**src/rtl/smb_pkg.sv**
```systemverilog
package smb_pkg;

    // Drain sequencer: pick an entry, present it, wait for the acknowledge.
    typedef enum logic [1:0] {
        DR_IDLE = 2'd0,
        DR_SEND = 2'd1,
        DR_WAIT = 2'd2
    } drain_e;

endpackage

```
**src/rtl/smb_fwd.sv**
```systemverilog
// Per-byte hazard compare and forwarding of the newest buffered byte.
module smb_fwd #(
    parameter int ENTRIES = 4,
    parameter int LINE_W  = 29,
    parameter int NB      = 8,
    parameter int AGE_W   = 2
) (
    input  logic [ENTRIES-1:0]                ent_valid,
    input  logic [ENTRIES-1:0][LINE_W-1:0]    ent_line,
    input  logic [ENTRIES-1:0][NB-1:0]        ent_bv,
    input  logic [ENTRIES-1:0][NB-1:0][7:0]   ent_data,
    input  logic [ENTRIES-1:0][AGE_W-1:0]     ent_age,
    input  logic [LINE_W-1:0]                 ld_line,
    input  logic [NB-1:0]                     ld_be,
    output logic                              full_hit,
    output logic                              partial,
    output logic [NB-1:0][7:0]                fwd_data
);

    logic [NB-1:0]            found;
    logic [NB-1:0][AGE_W-1:0] best_age;
    logic [NB-1:0][7:0]       best_byte;

    always_comb begin
        found     = '0;
        best_age  = '0;
        best_byte = '0;
        for (int b = 0; b < NB; b++) begin
            for (int e = 0; e < ENTRIES; e++) begin
                if (ent_valid[e] && (ent_line[e] == ld_line) && ent_bv[e][b] &&
                    (!found[b] || (ent_age[e] > best_age[b]))) begin
                    found[b]     = 1'b1;
                    best_age[b]  = ent_age[e];
                    best_byte[b] = ent_data[e][b];
                end
            end
            fwd_data[b] = ld_be[b] ? best_byte[b] : 8'h00;
        end
    end

    assign full_hit = (ld_be != '0) && ((ld_be & ~found) == '0);
    assign partial  = ((ld_be & found) != '0) && !full_hit;

endmodule

```
**src/rtl/smb_pick.sv**
```systemverilog
// Drain selection: oldest entry under a barrier, else lowest hazard-free entry.
module smb_pick #(
    parameter int ENTRIES = 4,
    parameter int LINE_W  = 29,
    parameter int AGE_W   = 2,
    parameter int IDX_W   = 2
) (
    input  logic [ENTRIES-1:0]             ent_valid,
    input  logic [ENTRIES-1:0][LINE_W-1:0] ent_line,
    input  logic [ENTRIES-1:0][AGE_W-1:0]  ent_age,
    input  logic                           oldest_mode,
    output logic                           pick_ok,
    output logic [IDX_W-1:0]               pick_idx
);

    logic [ENTRIES-1:0] elig;

    always_comb begin
        for (int i = 0; i < ENTRIES; i++) begin
            if (oldest_mode) begin
                elig[i] = ent_valid[i] && (ent_age[i] == '0);
            end else begin
                elig[i] = ent_valid[i];
                for (int j = 0; j < ENTRIES; j++) begin
                    if ((j != i) && ent_valid[j] && (ent_line[j] == ent_line[i]) &&
                        (ent_age[j] < ent_age[i])) begin
                        elig[i] = 1'b0;
                    end
                end
            end
        end
        pick_ok  = |elig;
        pick_idx = '0;
        for (int i = ENTRIES - 1; i >= 0; i--) begin
            if (elig[i]) pick_idx = IDX_W'(i);
        end
    end

endmodule

```
**src/rtl/store_merge_buf.sv**
```systemverilog
module store_merge_buf
    import smb_pkg::*;
#(
    parameter int ENTRIES = 4,
    parameter int ADDR_W  = 32,
    parameter int DATA_W  = 64
) (
    input  logic              clk,
    input  logic              rst_n,
    input  logic              st_valid,
    output logic              st_ready,
    input  logic [ADDR_W-1:0] st_addr,
    input  logic [DATA_W/8-1:0] st_be,
    input  logic [DATA_W-1:0] st_data,
    input  logic              ld_valid,
    input  logic [ADDR_W-1:0] ld_addr,
    input  logic [DATA_W/8-1:0] ld_be,
    output logic              ld_ready,
    output logic              ld_hit,
    output logic [DATA_W-1:0] ld_data,
    input  logic              bar_req,
    output logic              bar_busy,
    output logic              wr_valid,
    input  logic              wr_ready,
    output logic [ADDR_W-1:0] wr_addr,
    output logic [DATA_W/8-1:0] wr_strb,
    output logic [DATA_W-1:0] wr_data,
    input  logic              wr_ack
);

    localparam int NB     = DATA_W / 8;
    localparam int OFF_W  = $clog2(NB);
    localparam int LINE_W = ADDR_W - OFF_W;
    localparam int IDX_W  = $clog2(ENTRIES);
    localparam int AGE_W  = IDX_W;
    localparam int CNT_W  = $clog2(ENTRIES + 1);

    typedef struct packed {
        logic [ENTRIES-1:0]              valid;
        logic [ENTRIES-1:0][LINE_W-1:0]  line;
        logic [ENTRIES-1:0][NB-1:0]      bv;
        logic [ENTRIES-1:0][NB-1:0][7:0] data;
        logic [ENTRIES-1:0][AGE_W-1:0]   age;
        drain_e                          dst;
        logic [IDX_W-1:0]                sel;
        logic                            bar_pend;
    } state_t;

    state_t s_q, s_d;

    logic [LINE_W-1:0]   st_line, ld_line;
    logic [NB-1:0][7:0]  st_bytes;
    logic [NB-1:0][7:0]  fwd_bytes;
    logic                block, st_acc;
    logic                fwd_full, fwd_partial;
    logic                pick_ok;
    logic [IDX_W-1:0]    pick_idx;
    logic [ENTRIES-1:0]  locked, free_mask;
    logic                merge_any, free_any;
    logic [IDX_W-1:0]    merge_idx, free_idx;
    logic [CNT_W-1:0]    live_cnt;
    logic                unused_lo;

    assign st_line   = st_addr[ADDR_W-1:OFF_W];
    assign ld_line   = ld_addr[ADDR_W-1:OFF_W];
    assign st_bytes  = st_data;
    assign unused_lo = ^{st_addr[OFF_W-1:0], ld_addr[OFF_W-1:0]};
    assign block     = bar_req | s_q.bar_pend;

    // An entry chosen for the bus is closed to merging.
    for (genvar g = 0; g < ENTRIES; g++) begin : g_lock
        assign locked[g] = (s_q.dst != DR_IDLE) && (s_q.sel == IDX_W'(g));
    end

    always_comb begin
        merge_any = 1'b0;
        merge_idx = '0;
        free_any  = 1'b0;
        free_idx  = '0;
        for (int i = ENTRIES - 1; i >= 0; i--) begin
            if (s_q.valid[i] && !locked[i] && (s_q.line[i] == st_line)) begin
                merge_any = 1'b1;
                merge_idx = IDX_W'(i);
            end
            if (!s_q.valid[i]) begin
                free_any = 1'b1;
                free_idx = IDX_W'(i);
            end
        end
    end

    assign st_ready = !block && (merge_any || free_any);
    assign st_acc   = st_valid && st_ready;

    smb_fwd #(
        .ENTRIES(ENTRIES), .LINE_W(LINE_W), .NB(NB), .AGE_W(AGE_W)
    ) u_fwd (
        .ent_valid (s_q.valid),
        .ent_line  (s_q.line),
        .ent_bv    (s_q.bv),
        .ent_data  (s_q.data),
        .ent_age   (s_q.age),
        .ld_line   (ld_line),
        .ld_be     (ld_be),
        .full_hit  (fwd_full),
        .partial   (fwd_partial),
        .fwd_data  (fwd_bytes)
    );

    assign ld_ready = !block && !fwd_partial;
    assign ld_hit   = ld_valid && fwd_full && !block;
    assign ld_data  = fwd_bytes;

    smb_pick #(
        .ENTRIES(ENTRIES), .LINE_W(LINE_W), .AGE_W(AGE_W), .IDX_W(IDX_W)
    ) u_pick (
        .ent_valid   (s_q.valid),
        .ent_line    (s_q.line),
        .ent_age     (s_q.age),
        .oldest_mode (block),
        .pick_ok     (pick_ok),
        .pick_idx    (pick_idx)
    );

    assign wr_valid = (s_q.dst == DR_SEND);
    assign wr_addr  = {s_q.line[s_q.sel], {OFF_W{1'b0}}};
    assign wr_strb  = s_q.bv[s_q.sel];
    assign wr_data  = s_q.data[s_q.sel];
    assign bar_busy = s_q.bar_pend;

    always_comb begin
        s_d       = s_q;
        free_mask = '0;
        case (s_q.dst)
            DR_IDLE: if (pick_ok) begin
                s_d.sel = pick_idx;
                s_d.dst = DR_SEND;
            end
            DR_SEND: if (wr_ready) s_d.dst = DR_WAIT;
            DR_WAIT: if (wr_ack) begin
                free_mask[s_q.sel] = 1'b1;
                s_d.dst            = DR_IDLE;
            end
            default: s_d.dst = DR_IDLE;
        endcase

        // Retire the acknowledged entry and close the age gap it leaves.
        live_cnt = '0;
        for (int i = 0; i < ENTRIES; i++) begin
            if (free_mask[i]) begin
                s_d.valid[i] = 1'b0;
                s_d.bv[i]    = '0;
            end else if (s_q.valid[i]) begin
                live_cnt = live_cnt + CNT_W'(1);
                if ((free_mask != '0) && (s_q.age[i] > s_q.age[s_q.sel]))
                    s_d.age[i] = s_q.age[i] - AGE_W'(1);
            end
        end

        if (st_acc) begin
            if (merge_any) begin
                for (int b = 0; b < NB; b++) begin
                    if (st_be[b]) s_d.data[merge_idx][b] = st_bytes[b];
                end
                s_d.bv[merge_idx] = s_q.bv[merge_idx] | st_be;
            end else begin
                s_d.valid[free_idx] = 1'b1;
                s_d.line[free_idx]  = st_line;
                s_d.bv[free_idx]    = st_be;
                s_d.age[free_idx]   = AGE_W'(live_cnt);
                for (int b = 0; b < NB; b++) begin
                    s_d.data[free_idx][b] = st_be[b] ? st_bytes[b] : 8'h00;
                end
            end
        end

        s_d.bar_pend = (s_q.bar_pend | bar_req) & (s_q.valid != '0);
    end

    always_ff @(posedge clk) begin
        if (!rst_n) begin
            s_q.valid    <= '0;
            s_q.line     <= '0;
            s_q.bv       <= '0;
            s_q.data     <= '0;
            s_q.age      <= '0;
            s_q.dst      <= DR_IDLE;
            s_q.sel      <= '0;
            s_q.bar_pend <= 1'b0;
        end else begin
            s_q <= s_d;
        end
    end

    // ---------------- assertions ----------------
    logic sel_has_older, age_dup;

    always_comb begin
        sel_has_older = 1'b0;
        age_dup       = 1'b0;
        for (int j = 0; j < ENTRIES; j++) begin
            if ((IDX_W'(j) != s_q.sel) && s_q.valid[j] &&
                (s_q.line[j] == s_q.line[s_q.sel]) && (s_q.age[j] < s_q.age[s_q.sel]))
                sel_has_older = 1'b1;
            for (int k = j + 1; k < ENTRIES; k++) begin
                if (s_q.valid[j] && s_q.valid[k] && (s_q.age[j] == s_q.age[k]))
                    age_dup = 1'b1;
            end
        end
    end


    wr_payload_stable_chk: assert property (@(posedge clk) disable iff (!rst_n)
        (wr_valid && !wr_ready) |=> (wr_valid && $stable(wr_addr) && $stable(wr_strb) && $stable(wr_data)));


    ack_only_when_waiting_chk: assert property (@(posedge clk) disable iff (!rst_n)
        wr_ack |-> (s_q.dst == DR_WAIT));


    same_line_order_chk: assert property (@(posedge clk) disable iff (!rst_n)
        (wr_valid && wr_ready) |-> !sel_has_older);


    unique_age_chk: assert property (@(posedge clk) disable iff (!rst_n)
        !age_dup);


    hit_never_stalled_chk: assert property (@(posedge clk) disable iff (!rst_n)
        ld_hit |-> ld_ready);


    barrier_release_empty_chk: assert property (@(posedge clk) disable iff (!rst_n)
        $fell(bar_busy) |-> (s_q.valid == '0));

endmodule

```
**config.mk**
```make
export PLATFORM = sky130hd
export DESIGN_NAME = store_merge_buf
export DESIGN_NICKNAME = d
export VERILOG_FILES = /design/src/rtl/smb_pkg.sv /design/src/rtl/smb_fwd.sv /design/src/rtl/smb_pick.sv /design/src/rtl/store_merge_buf.sv
export SDC_FILE = /design/constraint.sdc
export NUM_CORES = 2
export LEC_CHECK = 0
export BUFFER_PORTS_ARGS = -buffer_cell sky130_fd_sc_hd__buf_2
export CORE_MARGIN = 4
export CORE_UTILIZATION = 55
export CTS_BUF_LIST = sky130_fd_sc_hd__clkbuf_8
export DETAILED_ROUTE_END_ITERATION = 16
export PLACE_DENSITY = 0.75
export SYNTH_ARGS = -nofsm -noshare
export SYNTH_HDL_FRONTEND = slang
export SYNTH_SLANG_ARGS = --single-unit
```
**constraint.sdc**
```tcl
create_clock -name clk -period 26.7 [get_ports clk]
set_input_delay 5.34 -clock clk [delete_from_list [all_inputs] [get_ports clk]]
set_output_delay 5.34 -clock clk [all_outputs]
set_load 0.01 [all_outputs]
```
=== Word-level counts from Yosys, hierarchy flattened ===
Cells that the tools add are included.

* Bits in registers: 421
* Input bits: 151
* Word-level logic and storage cells: 597

* Add/sub/neg operators: 7
* $lt $le $gt $ge: 46
* Equal/unequal tests: 28
* Muxes and demuxes: 274
* Bitwise gates (word level): 8
* Reductions and logical operators: 186

{| class="wikitable"
|+ Operator list
! cell !! count
|-
| two-way mux 256 bit || 22
|-
| bitwise mux 256 bit || 16
|-
| demux 64 bit (select 2 bit) || 16
|-
| equality test 29 bit || 20
|-
| two-way mux 8 bit || 59
|-
| two-way mux 416 bit || 1
|-
| two-way mux 288 bit || 1
|-
| two-way mux 64 bit || 3
|-
| binary-select mux 64 bit (select 2 bit) || 1
|-
| two-way mux 120 bit || 1
|-
| bitwise mux 116 bit || 1
|-
| two-way mux 2 bit || 58
|-
| logical AND 1 bit || 114
|-
| two-way mux 56 bit || 2
|-
| two-way mux 48 bit || 2
|-
| two-way mux 40 bit || 2
|-
| bitwise mux 32 bit || 2
|-
| two-way mux 1 bit || 64
|-
| two-way mux 32 bit || 2
|-
| binary-select mux 29 bit (select 2 bit) || 1
|-
| demux 29 bit (select 2 bit) || 1
|-
| two-way mux 29 bit || 2
|-
| greater-than comparator 2 bit || 28
|-
| two-way mux 24 bit || 2
|-
| other kinds (36) || 128
|}

=== Depth between registers and ports, before layout ===
* Depth in word-level cells: 45
* Depth in mapped cells: 31

=== Hierarchy ===
From an unflattened synthesis, not the netlist that was laid out.

* Cell total of the unflattened synthesis: 3,641
* Area total of the unflattened synthesis: 29,960.0 µm²

{| class="wikitable"
|+ By module, submodules not included
! module !! times used !! cells an instance !! area an instance (µm²) !! seq. area each (µm²)
|-
| store_merge_buf || 1 || 2,352 || 20,813.7 || 8,428.1
|-
| smb_fwd || 1 || 980 || 6,770.2 || 0.0
|-
| smb_pick || 1 || 309 || 2,376.0 || 0.0
|}

=== Worst setup path before layout ===
Ideal clock, no wire load.

* Path type: input to output
* Start point: input ld_addr[7]
* End point: output ld_data[10]
* Arrival: 11,051 ps
* Setup slack: 10,309 ps
* Cell stages on the path: 27
* Cells stage by stage: clkbuf_1 > xnor2_1 > nand4_1 > or4_4 > buf_2 > nor4_1 > clkbuf_1 > nand2_1 > ha_1 > a21oi_1 > a21oi_1 > o21a_1 > buf_2 > mux2_2 > ha_1 > nand2_1 > o21ai_0 > a21boi_0 > clkbuf_1 > mux2_2 > ha_1 > nor2b_1 > o21ai_0 > o21ai_0 > nand3_1 > mux2i_1 > nor2_1

* Longest elaborated chain between the ends: 17
* Elaborated cells on any way between the ends: 35
* Classes of those cells: order compare (3); eq/ne (4); mux (11); reduce/logical (17)

{| class="wikitable"
|+ RTL lines
! element !! line !! source
|-
| start, declared || store_merge_buf.sv:16 || <nowiki>input logic [ADDR_W-1:0] ld_addr,</nowiki>
|-
| equality test 29 bit || smb_fwd.sv:30 || <nowiki>if (ent_valid[e] && (ent_line[e] == ld_line) && ent_bv[e][b] &&</nowiki>
|-
| logical AND 1 bit (2 in series) || smb_fwd.sv:30 ||
|-
| two-way mux 2 bit or two-way mux 1 bit (tied branches) || smb_fwd.sv:30 ||
|-
| greater-than comparator 2 bit or zero test 1 bit (tied branches) || smb_fwd.sv:31 || <nowiki>(!found[b] || (ent_age[e] > best_age[b]))) begin</nowiki>
|-
| logical OR 1 bit || smb_fwd.sv:31 ||
|-
| logical AND 1 bit || smb_fwd.sv:30 ||
|-
| two-way mux 2 bit or two-way mux 1 bit (tied branches) || smb_fwd.sv:30 ||
|-
| greater-than comparator 2 bit or zero test 1 bit (tied branches) || smb_fwd.sv:31 ||
|-
| logical OR 1 bit || smb_fwd.sv:31 ||
|-
| logical AND 1 bit || smb_fwd.sv:30 ||
|-
| two-way mux 2 bit or two-way mux 1 bit (tied branches) || smb_fwd.sv:30 ||
|-
| greater-than comparator 2 bit or zero test 1 bit (tied branches) || smb_fwd.sv:31 ||
|-
| logical OR 1 bit || smb_fwd.sv:31 ||
|-
| logical AND 1 bit || smb_fwd.sv:30 ||
|-
| two-way mux 8 bit * || smb_fwd.sv:30 ||
|-
| two-way mux 8 bit * || smb_fwd.sv:37 || <nowiki>fwd_data[b] = ld_be[b] ? best_byte[b] : 8'h00;</nowiki>
|-
| end, declared || store_merge_buf.sv:20 || <nowiki>output logic [DATA_W-1:0] ld_data,</nowiki>
|}

Every way passes the cells marked *; elsewhere a longest branch is shown, timed or not.

=== Worst setup path after layout ===
* Start point: input ld_addr[24]
* End point: output ld_data[63]

The elaborated chain is that of the path after synthesis.

==> results by group <==
Pwr
  • Pwr dens: 45.16 nW/µm²
  • Pwr Total: 0.001486 W
  • Static Leak: 12.96 nW
  • Peak supply drop: 0.04023 mV

Synth
  • Top cells by area, synth: dfxtp_1 28%, mux4_2 7.8%, xor2_1 7.2%
  • Leading area contributor after synthesis: dfxtp_1
  • EDFF count, synth: 0
  • Mapped cell area: 29870 µm²
  • Synth top area share: 28.22%
  • Simple-gate share of the synthesized area: 21.03%
  • Netlist cell types: 82
  • Synth Area in Compound Gates: 13.50%
  • Adder and majority gate portion of the synthesized area: 3.058%
  • Post-synthesis xor/xnor area fraction: 11.90%
  • Primary FF master, synth: dfxtp_1
  • Mean cell area of the mapped netlist: 8.152 µm²
  • Syn Inst Count: 3664
  • FFs w/ async S/R, synth: 0%
  • Sequential fraction of the synthesis area: 28.22%
  • Yosys reg bits: 421
  • Synth warn: 0
  • Count leader, synth: nand2_1
  • Mux contribution to synthesized area: 15.40%
  • Post-synth top cells: 562 x nand2_1, 421 x dfxtp_1, 325 x a21oi_1
  • Largest family of logic cells by synthesized area: simple AND/OR/NAND/NOR gates

STA
  • Clock Skews: 70.58 ps
  • # setup viols final: 0
  • Unrepaired setup endpoints after global routing: no
  • Slew @ Worst Pin: 1217 ps
  • Tcrit/Tclk final: 70.35%
  • Achievable Freq: 53.24 MHz
  • Slew Viols, Final: 0
  • Worst slew margin: 16.79%
  • Total negative slack: 0 ps
  • Final critical-path required period: 18780 ps
  • Fin. Hold Viols: 0
  • Final hold slack: 464.0 ps

Final layout
  • Final nets: 3947
  • Layout cells sized above 1: 19.90%
  • Synthesis-to-layout area growth: 10.18%

Outcome
  • Status: finished clean

Routing
  • Routed length per instance: 27.09 µm
  • ANT nets after route: 0
  • Drt pass-1 iters: 8
  • Vias per cell: 6.692
  • Drt drc: 0
  • Detailed Route Iter0 Violations: 3887
  • Final WL: 121500 µm
  • Vias: 30010

Worst hold path
  • HP Class: reg2reg
  • Hold-critical path depth: 2

Floorplanning
  • Die footprint: 58100 µm²
  • Initial Util: 55.50%
  • Row count: 85
  • Die X-Extent: 241.0 µm
  • Ports: 324
  • Die height: 241.0 µm
  • Placeable Area: 53810 µm²

Setup path
  • WS Path Type: in2out
  • Reg-to-Reg Start: s_q[2]
  • CP required: 21360 ps
  • Arrival time worst endpoint: 13440 ps
  • Critical path peak fanout: 13
  • Worst Reg-to-Reg Cells: 10
  • Capturing element type of the critical path: output port
  • Reg-to-reg setup timing slack: 20990 ps
  • CP Launch Type: input pin

Global route
  • Initial antenna violation count: 11
  • GRT Total Usage: 40.05%
  • First-pass GRT wire length: 177200 µm
  • Vias in the first global route: 27200
  • Grt total ovfl: 0
  • Largest net degree at the start of global routing: 164

Clocking
  • Clk sinks: 421
  • Hold buffers post-CTS: 0
  • Setup repair bufs after CTS: 0
  • Worst-Skew Late Latency: 710 ps
  • Clock Tree Buf Depth: 3
  • Post-CTS Resized: 0
  • TritonCTS clock tree: yes
  • Clock-pin slew on the worst setup and hold paths: 60 ps
  • Root buf cell: clkbuf_8
  • CTS buffer count: 75
  • H-tree depth: 3

Placed design
  • GPL Wtd Cong: 1.061
  • DP HPWL: 82070 µm
  • Number of port buffers: 314

Run
  • Maximum Capacitance Violations: 0
layout make-up:
| class | instances | area (µm²) |
|---|---|---|
| Fill cell | 4861 | 20910 |
| Tap cell | 696 | 870.8 |
| Timing Repair Buffer | 394 | 2175 |
| Antenna cell | 9 | 22.52 |
| Clock inverter | 34 | 183.9 |
| Inverter | 96 | 367.9 |
| Clock buffer | 99 | 1363 |
| Sequential cell | 421 | 8436 |
| Multi-Input combinational cell | 2735 | 19490 |
kinds of logic after synthesis:
| kind of cell | after synthesis |
|---|---|
| compound gates | 653 |
| xor+xnor | 404 |
| fa+ha+maj | 73 |
| buf+inv | 510 |
| flops | 421 |
| mux | 317 |
| other cells | 1 |
| simple gates | 1285 |
routing by layer:
metal | global-route usage, % | share of wire, % | vias to the layer above | routed length (µm)
met5 | 0 | 0.11 | - | 131
li1 | - | - | 13090 | -
met1 | 56.08 | 39 | 14330 | 47770
met2 | 60.11 | 44 | 2195 | 53010
met3 | 9.073 | 12 | 387 | 14720
met4 | 16.33 | 4.8 | 6 | 5827
cells in the final DEF (no fill, tap or decap), types with 32 or more instances in the layout:
cell,instances
xnor2_1,156
dfxtp_1,419
nor4_1,64
mux2i_1,126
nor2_1,142
buf_4,81
inv_1,107
ha_1,73
mux2_2,81
a32oi_1,32
nand2_1,562
mux4_2,103
nor2b_1,68
xor2_1,246
a21boi_0,80
a21oi_1,324
clkbuf_8,99
nand3_1,48
nand4_1,274
o21ai_0,59
buf_2,313
through the flow:
stage / cell area [µm²] / setup WS [ps] / std cells / util (%)
global placement: 31340 / 8143 / 4342 / 58.23
CTS: 32880 / 8198 / 4475 / 61.11
detailed placement: 31340 / 8243 / 4342 / 58.23
global route: 32900 / 7579 / 4481 / 61.13
finish: 32910 / 7917 / 4484 / 61.15
floorplan: 29870 / 10310 / 3666 / -
report_power, final:
part | internal [W] | leakage, nW | total (W) | switching [W]
Sequential | 0.000637 | 3.40 | 0.000657 | 0.0000195
Combinational | 0.0000678 | 8.69 | 0.000197 | 0.000129
Clock | 0.000334 | 0.867 | 0.000633 | 0.000299
worst max-delay path: stages:
cell and delay [ps]:
buf_2 140, xnor2_1 460, nand4_1 160, or4_4 610
or3_1 690, nor2_1 880, nand2_1 180, ha_1 330
nor2b_1 120, o21ai_0 80, a21oi_1 150, buf_4 240
mux2_2 370, ha_1 270, nand2_1 60, o21ai_0 80
a21oi_1 910, mux2_2 420, ha_1 290, a21oi_1 60
a21oi_1 120, a21oi_1 50, nor2_1 770, mux2i_1 170
nor2b_1 250, buf_2 180
worst max-delay path by stage:
| stage | from | endpoint | slack [ps] |
|---|---|---|---|
| 6_report | ld_addr[24] | ld_data[63] | 7920 |
| 5_1_grt | ld_addr[24] | ld_data[63] | 7580 |
| 4_1_cts | ld_addr[24] | ld_data[63] | 8200 |
| 3_5_place_dp | ld_addr[24] | ld_data[63] | 8240 |
| 3_3_place_gp | ld_addr[24] | ld_data[63] | 8140 |
| 2_1_floorplan | ld_addr[7] | ld_data[10] | 10310 |
Note: power is estimated with default switching activity, not from simulation.
